`src/rtl/tw_pkg.sv`:
```
package tw_pkg;

   typedef enum logic [2:0] {
      OP_START   = 3'd0,
      OP_RSTART  = 3'd1,
      OP_STOP    = 3'd2,
      OP_WRITE   = 3'd3,
      OP_RD_ACK  = 3'd4,
      OP_RD_NACK = 3'd5
   } tw_op_e;

   typedef enum logic [1:0] {
      ST_IDLE = 2'd0,
      ST_HOLD = 2'd1,
      ST_RUN  = 2'd2
   } tw_state_e;

   typedef struct packed {
      logic scl_pull;
      logic sda_pull;
   } tw_drive_t;

   localparam int unsigned QTR_PER_BIT = 4;

endpackage

```
`src/rtl/tw_quarter_timer.sv`:
```
module tw_quarter_timer #(
   parameter int CNT_W = 16
) (
   input  logic             clk,
   input  logic             rst_n,
   input  logic             run,
   input  logic [CNT_W-1:0] cfg_qtr,
   output logic             qtick
);

   if (CNT_W < 2) begin : g_bad_width
      $error("tw_quarter_timer: CNT_W must be at least 2");
   end

   logic [CNT_W-1:0] cnt_q;
   logic [CNT_W-1:0] limit_m1;

   // a zero setting behaves as a one-cycle quarter
   assign limit_m1 = (cfg_qtr == '0) ? '0 : (cfg_qtr - CNT_W'(1));
   assign qtick    = run && (cnt_q == limit_m1);

   always_ff @(posedge clk or negedge rst_n) begin
      if (!rst_n) begin
         cnt_q <= '0;
      end else if (!run || qtick) begin
         cnt_q <= '0;
      end else begin
         cnt_q <= cnt_q + CNT_W'(1);
      end
   end

endmodule

```
`src/rtl/tw_sda_sync.sv`:
```
module tw_sda_sync #(
   parameter int STAGES = 2
) (
   input  logic clk,
   input  logic rst_n,
   input  logic d_in,
   output logic d_out
);

   if (STAGES < 0 || STAGES > 4) begin : g_bad_stages
      $error("tw_sda_sync: STAGES must be 0..4");
   end

   if (STAGES == 0) begin : g_direct
      assign d_out = d_in;
   end else begin : g_chain
      logic [STAGES-1:0] pipe_q;
      always_ff @(posedge clk or negedge rst_n) begin
         if (!rst_n) begin
            pipe_q <= '1;
         end else begin
            pipe_q[0] <= d_in;
            for (int i = 1; i < STAGES; i++) begin
               pipe_q[i] <= pipe_q[i-1];
            end
         end
      end
      assign d_out = pipe_q[STAGES-1];
   end

endmodule

```
`src/rtl/tw_slot_decode.sv`:
```
module tw_slot_decode
   import tw_pkg::*;
#(
   parameter int DATA_W = 8,
   localparam int BIT_W = $clog2(DATA_W + 1)
) (
   input  tw_op_e           op,
   input  logic [BIT_W-1:0] bit_idx,
   input  logic [1:0]       qtr,
   input  logic             tx_msb,
   input  logic             scl_now,
   output tw_drive_t        drv,
   output logic [BIT_W-1:0] last_slot
);

   localparam logic [BIT_W-1:0] ACK_SLOT = BIT_W'(DATA_W);

   logic high_half;
   logic data_slot;

   assign high_half = qtr[1];
   assign data_slot = (bit_idx < ACK_SLOT);

   always_comb begin
      drv       = '{scl_pull: 1'b0, sda_pull: 1'b0};
      last_slot = '0;
      unique case (op)
         OP_START, OP_RSTART: begin
            // q0 keeps SCL where it is while SDA is let go,
            // q1 raises SCL, q2 drops SDA, q3 drops SCL
            drv.scl_pull = (qtr == 2'd0) ? scl_now : (qtr == 2'd3);
            drv.sda_pull = high_half;
         end
         OP_STOP: begin
            drv.scl_pull = (qtr == 2'd0);
            drv.sda_pull = (qtr != 2'd3);
         end
         OP_WRITE: begin
            last_slot    = ACK_SLOT;
            drv.scl_pull = !high_half;
            drv.sda_pull = data_slot ? !tx_msb : 1'b0;
         end
         OP_RD_ACK: begin
            last_slot    = ACK_SLOT;
            drv.scl_pull = !high_half;
            drv.sda_pull = !data_slot;
         end
         OP_RD_NACK: begin
            last_slot    = ACK_SLOT;
            drv.scl_pull = !high_half;
            drv.sda_pull = 1'b0;
         end
         default: begin
            drv       = '{scl_pull: 1'b0, sda_pull: 1'b0};
            last_slot = '0;
         end
      endcase
   end

endmodule

```
`src/rtl/twowire_bit_engine.sv`:
```
module twowire_bit_engine
   import tw_pkg::*;
#(
   parameter int DATA_W      = 8,
   parameter int CNT_W       = 16,
   parameter int SYNC_STAGES = 2
) (
   input  logic              clk,
   input  logic              rst_n,
   input  logic              cmd_valid,
   input  logic [2:0]        cmd_op,
   input  logic [DATA_W-1:0] cmd_wdata,
   input  logic [CNT_W-1:0]  cfg_qtr,
   input  logic              sda_in,
   output logic              cmd_ready,
   output logic              done,
   output logic [DATA_W-1:0] rx_byte,
   output logic              ack_bit,
   output logic              scl_pull,
   output logic              sda_pull
);

   localparam int BIT_W = $clog2(DATA_W + 1);
   localparam logic [BIT_W-1:0] ACK_SLOT = BIT_W'(DATA_W);

   if (DATA_W < 2) begin : g_bad_data
      $error("twowire_bit_engine: DATA_W must be at least 2");
   end
   if (QTR_PER_BIT != 4) begin : g_bad_qtr
      $error("twowire_bit_engine: quarter layout assumes four quarters");
   end

   tw_state_e         state_q;
   tw_op_e            op_q;
   logic [BIT_W-1:0]  bit_q;
   logic [1:0]        qtr_q;
   logic [DATA_W-1:0] tx_q;
   logic [DATA_W-1:0] rx_q;
   logic              ack_q;
   logic              samp_q;
   logic              done_q;
   logic              scl_q;
   logic              sda_q;

   logic              qtick;
   logic              sda_s;
   tw_drive_t         drv;
   logic [BIT_W-1:0]  last_slot;
   logic              op_legal;
   logic              op_opens;
   logic              accept;
   logic              is_read;

   tw_quarter_timer #(.CNT_W(CNT_W)) u_timer (
      .clk     (clk),
      .rst_n   (rst_n),
      .run     (state_q == ST_RUN),
      .cfg_qtr (cfg_qtr),
      .qtick   (qtick)
   );

   tw_sda_sync #(.STAGES(SYNC_STAGES)) u_sync (
      .clk   (clk),
      .rst_n (rst_n),
      .d_in  (sda_in),
      .d_out (sda_s)
   );

   tw_slot_decode #(.DATA_W(DATA_W)) u_decode (
      .op        (op_q),
      .bit_idx   (bit_q),
      .qtr       (qtr_q),
      .tx_msb    (tx_q[DATA_W-1]),
      .scl_now   (scl_q),
      .drv       (drv),
      .last_slot (last_slot)
   );

   assign op_legal  = (cmd_op <= 3'd5);
   assign op_opens  = (cmd_op == OP_START) || (cmd_op == OP_RSTART);
   assign cmd_ready = (state_q != ST_RUN);
   assign accept    = cmd_valid && cmd_ready && op_legal &&
                      ((state_q == ST_HOLD) || op_opens);
   assign is_read   = (op_q == OP_RD_ACK) || (op_q == OP_RD_NACK);

   // sequencing of quarters and slots
   always_ff @(posedge clk or negedge rst_n) begin
      if (!rst_n) begin
         state_q <= ST_IDLE;
         op_q    <= OP_START;
         bit_q   <= '0;
         qtr_q   <= '0;
         tx_q    <= '0;
         done_q  <= 1'b0;
         samp_q  <= 1'b0;
      end else begin
         done_q <= 1'b0;
         samp_q <= (state_q == ST_RUN) && qtick && (qtr_q == 2'd2);
         unique case (state_q)
            ST_IDLE, ST_HOLD: begin
               if (accept) begin
                  state_q <= ST_RUN;
                  op_q    <= tw_op_e'(cmd_op);
                  bit_q   <= '0;
                  qtr_q   <= '0;
                  tx_q    <= cmd_wdata;
               end
            end
            ST_RUN: begin
               if (qtick) begin
                  if (qtr_q == 2'd3) begin
                     qtr_q <= '0;
                     if (bit_q == last_slot) begin
                        state_q <= (op_q == OP_STOP) ? ST_IDLE : ST_HOLD;
                        done_q  <= 1'b1;
                     end else begin
                        bit_q <= bit_q + BIT_W'(1);
                        tx_q  <= {tx_q[DATA_W-2:0], 1'b0};
                     end
                  end else begin
                     qtr_q <= qtr_q + 2'd1;
                  end
               end
            end
            default: state_q <= ST_IDLE;
         endcase
      end
   end

   // capture at the centre of the high phase
   always_ff @(posedge clk or negedge rst_n) begin
      if (!rst_n) begin
         rx_q  <= '0;
         ack_q <= 1'b1;
      end else if (samp_q) begin
         if (is_read && (bit_q < ACK_SLOT)) begin
            rx_q <= {rx_q[DATA_W-2:0], sda_s};
         end
         if ((op_q == OP_WRITE) && (bit_q == ACK_SLOT)) begin
            ack_q <= sda_s;
         end
      end
   end

   // registered open-drain controls
   always_ff @(posedge clk or negedge rst_n) begin
      if (!rst_n) begin
         scl_q <= 1'b0;
         sda_q <= 1'b0;
      end else begin
         unique case (state_q)
            ST_RUN: begin
               scl_q <= drv.scl_pull;
               sda_q <= drv.sda_pull;
            end
            ST_HOLD: scl_q <= 1'b1;
            default: begin
               scl_q <= 1'b0;
               sda_q <= 1'b0;
            end
         endcase
      end
   end

   assign done     = done_q;
   assign rx_byte  = rx_q;
   assign ack_bit  = ack_q;
   assign scl_pull = scl_q;
   assign sda_pull = sda_q;

endmodule

```
`config.mk`:
```
export PLATFORM = sky130hd
export DESIGN_NAME = twowire_bit_engine
export DESIGN_NICKNAME = d
export VERILOG_FILES = /design/src/rtl/tw_pkg.sv /design/src/rtl/tw_quarter_timer.sv /design/src/rtl/tw_sda_sync.sv /design/src/rtl/tw_slot_decode.sv /design/src/rtl/twowire_bit_engine.sv
export SDC_FILE = /design/constraint.sdc
export NUM_CORES = 1
export LEC_CHECK = 0
export ABC_AREA = 1
export CORE_MARGIN = 2
export CORE_UTILIZATION = 55
export CTS_CLUSTER_DIAMETER = 30
export DETAILED_ROUTE_END_ITERATION = 10
export PLACE_DENSITY = 0.79
export SLEW_MARGIN = 20
export SYNTH_ARGS = -nofsm -noshare
export SYNTH_HDL_FRONTEND = slang
export SYNTH_SLANG_ARGS = --single-unit
```
`constraint.sdc`:
```
create_clock -name clk -period 5.2 [get_ports clk]
set_input_delay 1.04 -clock clk [delete_from_list [all_inputs] [get_ports clk]]
set_output_delay 1.04 -clock clk [all_outputs]
set_load 0.005 [all_outputs]
```
After elaboration in Yosys (flattened, before gate mapping). Index checks and enable logic that the tools add are counted.

Input port bits: 31. Memory bits (writable): 0. Memories: 0. Bits in latches: 0. Memory bits (read-only): 0. Register bits: 50.

Reductions and logical operators: 31. Shift operators: 0. Bitwise operators: 0. Magnitude comparators: 2. $add $sub $neg: 4. $mul: 0. Div/mod/pow operators: 0. Equal/unequal tests: 21. Muxes and demuxes: 32.

Operators by type and width (number): $mux W16 (2); $mux W8 (4); $mux W4 (5); $add A16 B1 Y16 const B (1); $eq A16 B16 Y1 (1); $logic_not A16 Y1 (1); $pmux W8 S2 (1); $sub A16 B1 Y16 const B (1); $mux W2 (7); $ne A2 B2 Y1 const B (7); $pmux W2 S5 (1); $logic_and A1 B1 Y1 (8); $pmux W2 S2 (2); $pmux W4 S2 (1); $mux W1 (7); $eq A2 B2 Y1 const B (3); $eq A3 B1 Y1 const B (2); $eq A3 B2 Y1 const B (2); $eq A3 B3 Y1 const B (2); $logic_not A3 Y1 (2); $reduce_and A2 Y1 (3); $reduce_and A5 Y1 (1); $add A4 B1 Y4 const B (1); $eq A4 B4 Y1 (1); other kinds (15) (24).

Depth between registers and ports, before layout.
Depth in word-level cells: 8. Gate-level depth with buffers: 19. Depth with buffers taken out: 18.

Hierarchy. A second synthesis with hierarchy kept.

Cell total of the unflattened synthesis: 521. Area, all modules: 3570.9 um2.

By module, submodules not included: twowire_bit_engine (cells an instance 221, instances 1, sequential area each 802.0 um2, area each 1715.4 um2); tw_quarter_timer (cells an instance 265, instances 1, sequential area each 400.4 um2, area each 1651.6 um2); tw_slot_decode (cells an instance 33, instances 1, sequential area each 0.0 um2, area each 151.4 um2); tw_sda_sync (cells an instance 2, instances 1, sequential area each 52.6 um2, area each 52.6 um2).

Worst setup path after synthesis. Ideal clock, no wire load.

Path type: input to register. Start point: input port cfg_qtr[0]. End point: register bit_q[3]. Cell stages on the path: 17. Path slack: 2.347 ns. Arrival time: 2.736 ns. Required time: 5.083 ns. Path buffers: 2. Cells stage by stage: inv_1 -> ha_1 -> nand2_2 -> nor2_1 -> nand2_2 -> buf_6 -> nand3b_1 -> nand2_1 -> nor2_1 -> nand2_1 -> nor2_2 -> nand3_2 -> nand2_4 -> nand2_2 -> buf_6 -> nand2_1 -> nand2_1.

Cells in the longest elaborated chain, start to end: 6. Elaborated cells between the ends (all ways): 7.

Ends and longest elaborated chain: start, declared (RTL line twowire_bit_engine.sv:13) `input logic [CNT_W-1:0] cfg_qtr,`; $sub A16 B1 Y16 / $logic_not A16 Y1 (equally long branches) (RTL line tw_quarter_timer.sv:19) `assign limit_m1 = (cfg_qtr == '0) ? '0 : (cfg_qtr - CNT_W'(1));`; $mux W16 * (RTL line tw_quarter_timer.sv:19); $eq A16 B16 Y1 * (RTL line tw_quarter_timer.sv:20) `assign qtick = run && (cnt_q == limit_m1);`; $logic_and A1 B1 Y1 * (RTL line tw_quarter_timer.sv:20); $ne A2 B2 Y1 (no source line) *; $reduce_and A5 Y1 (no source line) *; end signal, assigned (RTL line twowire_bit_engine.sv:117) `bit_q <= bit_q + BIT_W'(1);`; end, declared (RTL line twowire_bit_engine.sv:35) `logic [BIT_W-1:0] bit_q;`.

Mark *: on every way between the ends. The rest lies on a longest branch, timed or not. A chain may end at the register's enable or synchronous reset.

Worst setup path in the final report.
Start point: input port cfg_qtr[0]. End point: register tx_q[7].

Cells in the longest elaborated chain, start to end: 6. Elaborated cells between the ends (all ways): 7.

Ends and longest elaborated chain: $sub A16 B1 Y16 / $logic_not A16 Y1 (equally long branches) (RTL line tw_quarter_timer.sv:19); $mux W16 * (RTL line tw_quarter_timer.sv:19); $eq A16 B16 Y1 * (RTL line tw_quarter_timer.sv:20); $logic_and A1 B1 Y1 * (RTL line tw_quarter_timer.sv:20); $ne A2 B2 Y1 (no source line) *; $reduce_and A5 Y1 (no source line) *; end signal, assigned (RTL line twowire_bit_engine.sv:106) `tx_q <= cmd_wdata;`; end signal, assigned (RTL line twowire_bit_engine.sv:118) `tx_q <= {tx_q[DATA_W-2:0], 1'b0};`; end, declared (RTL line twowire_bit_engine.sv:37) `logic [DATA_W-1:0] tx_q;`.

Marks and branches as above.

==> out/results.ini <==
[run_status]
outcome = completed

[route]
wire_per_inst_um = 11.7
drt_first_pass_iters = 5
wl_met1_mm = 3.28
drc = 0
wl_met2_mm = 3.43
top_layer_used = met4
drt_iter0_drc = 160
vias_per_cell = 5.28
finalWirelength_mm = 7.28
num_vias = 3283
wl_met3_um = 413
drtAntennaViolNets = 0

[sta]
fmax_ghz = 0.271
tightestPinTransition_ps = 588
setup_viol = 0
worst_hold_slack_ps = 359
slew_violations = 0
skew_ps = 7.71
fin_setup_tns_ps = 0
period_share_pct = 70.9
slew-limit-headroom_pct = 59.8
rsz0062_at_grt = false
hold_viol_final = 0
period_minus_slack_ps = 3690

[clock_network]
cts.repair.resized = 0
cts_tree = yes
htreeDepth = 2
numCtsBuffers = 5
holdBufCountCts = 0
cts_root_buffer = clkbuf_8
post_cts_buffers = 0
cts.sinks = 50
clk_latency_ps = 300
cts_buffer_depth = 2
path_clk_slew_ps = 90

[placed_design]
post-dp-hpwl_mm = 5.52
dpl_cell_area_um2 = 3870
io_buffers = 43
dp_cells = 615
gp_congestion = 0.926

[worst_hold_path]
hp-class = reg2reg

[cells_and_area]
finalNonFillerCells = 622
post-route-util_pct = 66.5
fin_area_um2 = 3990
layout.nets = 589
drive_gt1_share_pct = 5.67
area_growth_pct = 16.1
n_antenna_cell = 0
nFillCells = 536

[yosys]
synth_top_cell_area_share_pct = 34.3
synth_top_cell_by_area = dfrtp_1
syn_inst = 508
synth_commonest_cells = nand2_1 (168), nor2_1 (64), inv_1 (63)
synthFlopType = dfrtp_1
synth_area_um2 = 3430
syn_nets = 550
ys_warn_count = 0
avgSynthCellArea_um2 = 6.76
synth_edf_count = 0
ys_types = 34
yosysSeqAreaShare_pct = 36.6
ys_seq_elements = 50
synth.most_common_cell = nand2_1
synthTopCellsByArea = dfrtp_1 (34%), nand2_1 (18%), nand3_1 (7.0%)
synth-async-reset-ratio_pct = 100

[critical_path]
critPathRequiredTime_ps = 5390
arrival_ps = 3880
critPathMaxStageDelay_ps = 400
critPathMostFrequentCell = nand2_1
path_class = in2reg
crit_slowest_cell = clkdlybuf4s50_1
crit_fanout = 31
path_cells = clkdlybuf4s50_1 -> inv_1 -> ha_1 -> nand2_2 -> nor2_1 -> nand2_2 -> nand3b_1 -> nand2_1 -> nor2_1 -> nand2_1 -> nor2_2 -> nand3_2 -> nand2_4 -> nand2_2 -> nand2_1 -> nand2_1
cp-start-kind = input port
end_kind = flip-flop

[global_route]
antenna_found_initial = 0
grt_max_degree = 51
grt_overflow = 0
grt_pass1_vias = 3041
grtUsageTotal_pct = 22.4
grt_pass1_wl_mm = 13.0

[power]
p_clk_share_pct = 20.9
peakVddDrop_mv = 0.367
comb_power_share_pct = 39.9
switching_share_pct = 39.3
p_seq_share_pct = 39.3
p_sw_w = 0.000518
p_per_area_nw_per_um2 = 331
p_int_w = 0.000800
power.leakage_nw = 1.99

[die]
die_x_um = 83.0
die-area_um2 = 6890
initial_utilization_pct = 57.3
core_um2 = 5990
die_y_um = 83.0
fp-row-count = 28
pin_count = 44

[job]
cap_violations = 0

power by group through the flow:
stage | clock, W | sequential, W | combinational, W
2_1_floorplan | 0 | 0.000508 | 0.000407
3_3_place_gp | 0 | 0.000521 | 0.000509
3_5_place_dp | 0 | 0.000524 | 0.000522
4_1_cts | 0.000283 | 0.000517 | 0.000526
5_1_grt | 0.000300 | 0.000527 | 0.000605
6_report | 0.000275 | 0.000517 | 0.000525
layer usage:
layer / vias up / global-route usage (%)
li1: 1687 / -
met1: 1465 / 29.4
met2: 117 / 37.1
met3: 14 / 3.88
met4: 0 / 8.64
met5: - / 0
critical path: cells and delay by family:
kind | cells | cell delay (ps)
simple gates | 13 | 2010
buf+inv | 2 | 550
fa+ha+maj | 1 | 270
final timing paths:
path                                            endpoint                      from  slack (ps)  cells past startpoint
worst min register to register  u_sync.g_chain.pipe_q[1]  u_sync.g_chain.pipe_q[0]         360                      0
worst max register to register                   tx_q[7]                state_q[0]        2640                     11
worst max-delay path                             tx_q[7]                cfg_qtr[0]        1510                     16
min in group asynchronous                       bit_q[0]                     rst_n         750                      1
max in group asynchronous                     rx_byte[3]                     rst_n        4040                      1
worst min-delay path            u_sync.g_chain.pipe_q[1]  u_sync.g_chain.pipe_q[0]         360                      0
stage by stage:
step,worst slack (ps),power (W)
final,1510,0.00132
after floorplan,2350,0.000915
after CTS,1510,0.00133
after global placement,1250,0.00103
after global routing,1070,0.00143
after detailed placement,1220,0.00105
cell families (layout without fill, tap and decap cells):
| family | count (synthesis) | after routing | synth area share [%] |
|---|---|---|---|
| xor+xnor | 5 | 5 | 1.28 |
| buf+inv | 76 | 115 | 9.69 |
| fa+ha+maj | 11 | 11 | 4.01 |
| compound gates | 35 | 35 | 5.69 |
| simple gates | 330 | 330 | 42.5 |
| mux | 1 | 1 | 0.292 |
| flops | 50 | 50 | 36.6 |
registers in the layout, summed over array words and instances (netlist names):
name,count
ack_bit,1
bit_q,4
done,1
op_q,3
qtr_q,2
rx_byte,8
samp_q,1
scl_pull,1
sda_pull,1
state_q,2
tx_q,8
u_sync.g_chain.pipe_q,2
u_timer.cnt_q,16
cells in the final DEF (no fill, tap or decap), types with 2 or more instances in the layout:
master,count
nand2_1,168
nor2_1,64
inv_1,63
nand3_1,48
dfrtp_1,47
clkdlybuf4s50_1,42
o21ai_0,15
nand4_1,13
a21oi_1,13
nor3_1,13
ha_1,11
clkbuf_8,6
nand2_2,5
xor2_1,4
nand3_2,4
nor2_4,3
o21bai_1,3
dfstp_2,3
buf_4,3
nor2_2,2
nand3b_2,2
nand3b_1,2
nor4_1,2
final cells by class:
cell class / instances / area [µm²] / area share [%]
timing repair buffer: 45 / 443 / 11.1
clock buffer: 6 / 82.6 / 2.07
sequential: 50 / 1250 / 31.5
inverter: 63 / 236 / 5.93
clock inverter: 1 / 30.0 / 0.753
tap: 75 / 93.8 / 2.35
multi-input combinational: 382 / 1850 / 46.3
No activity file was read; power rests on OpenSTA's default activity.
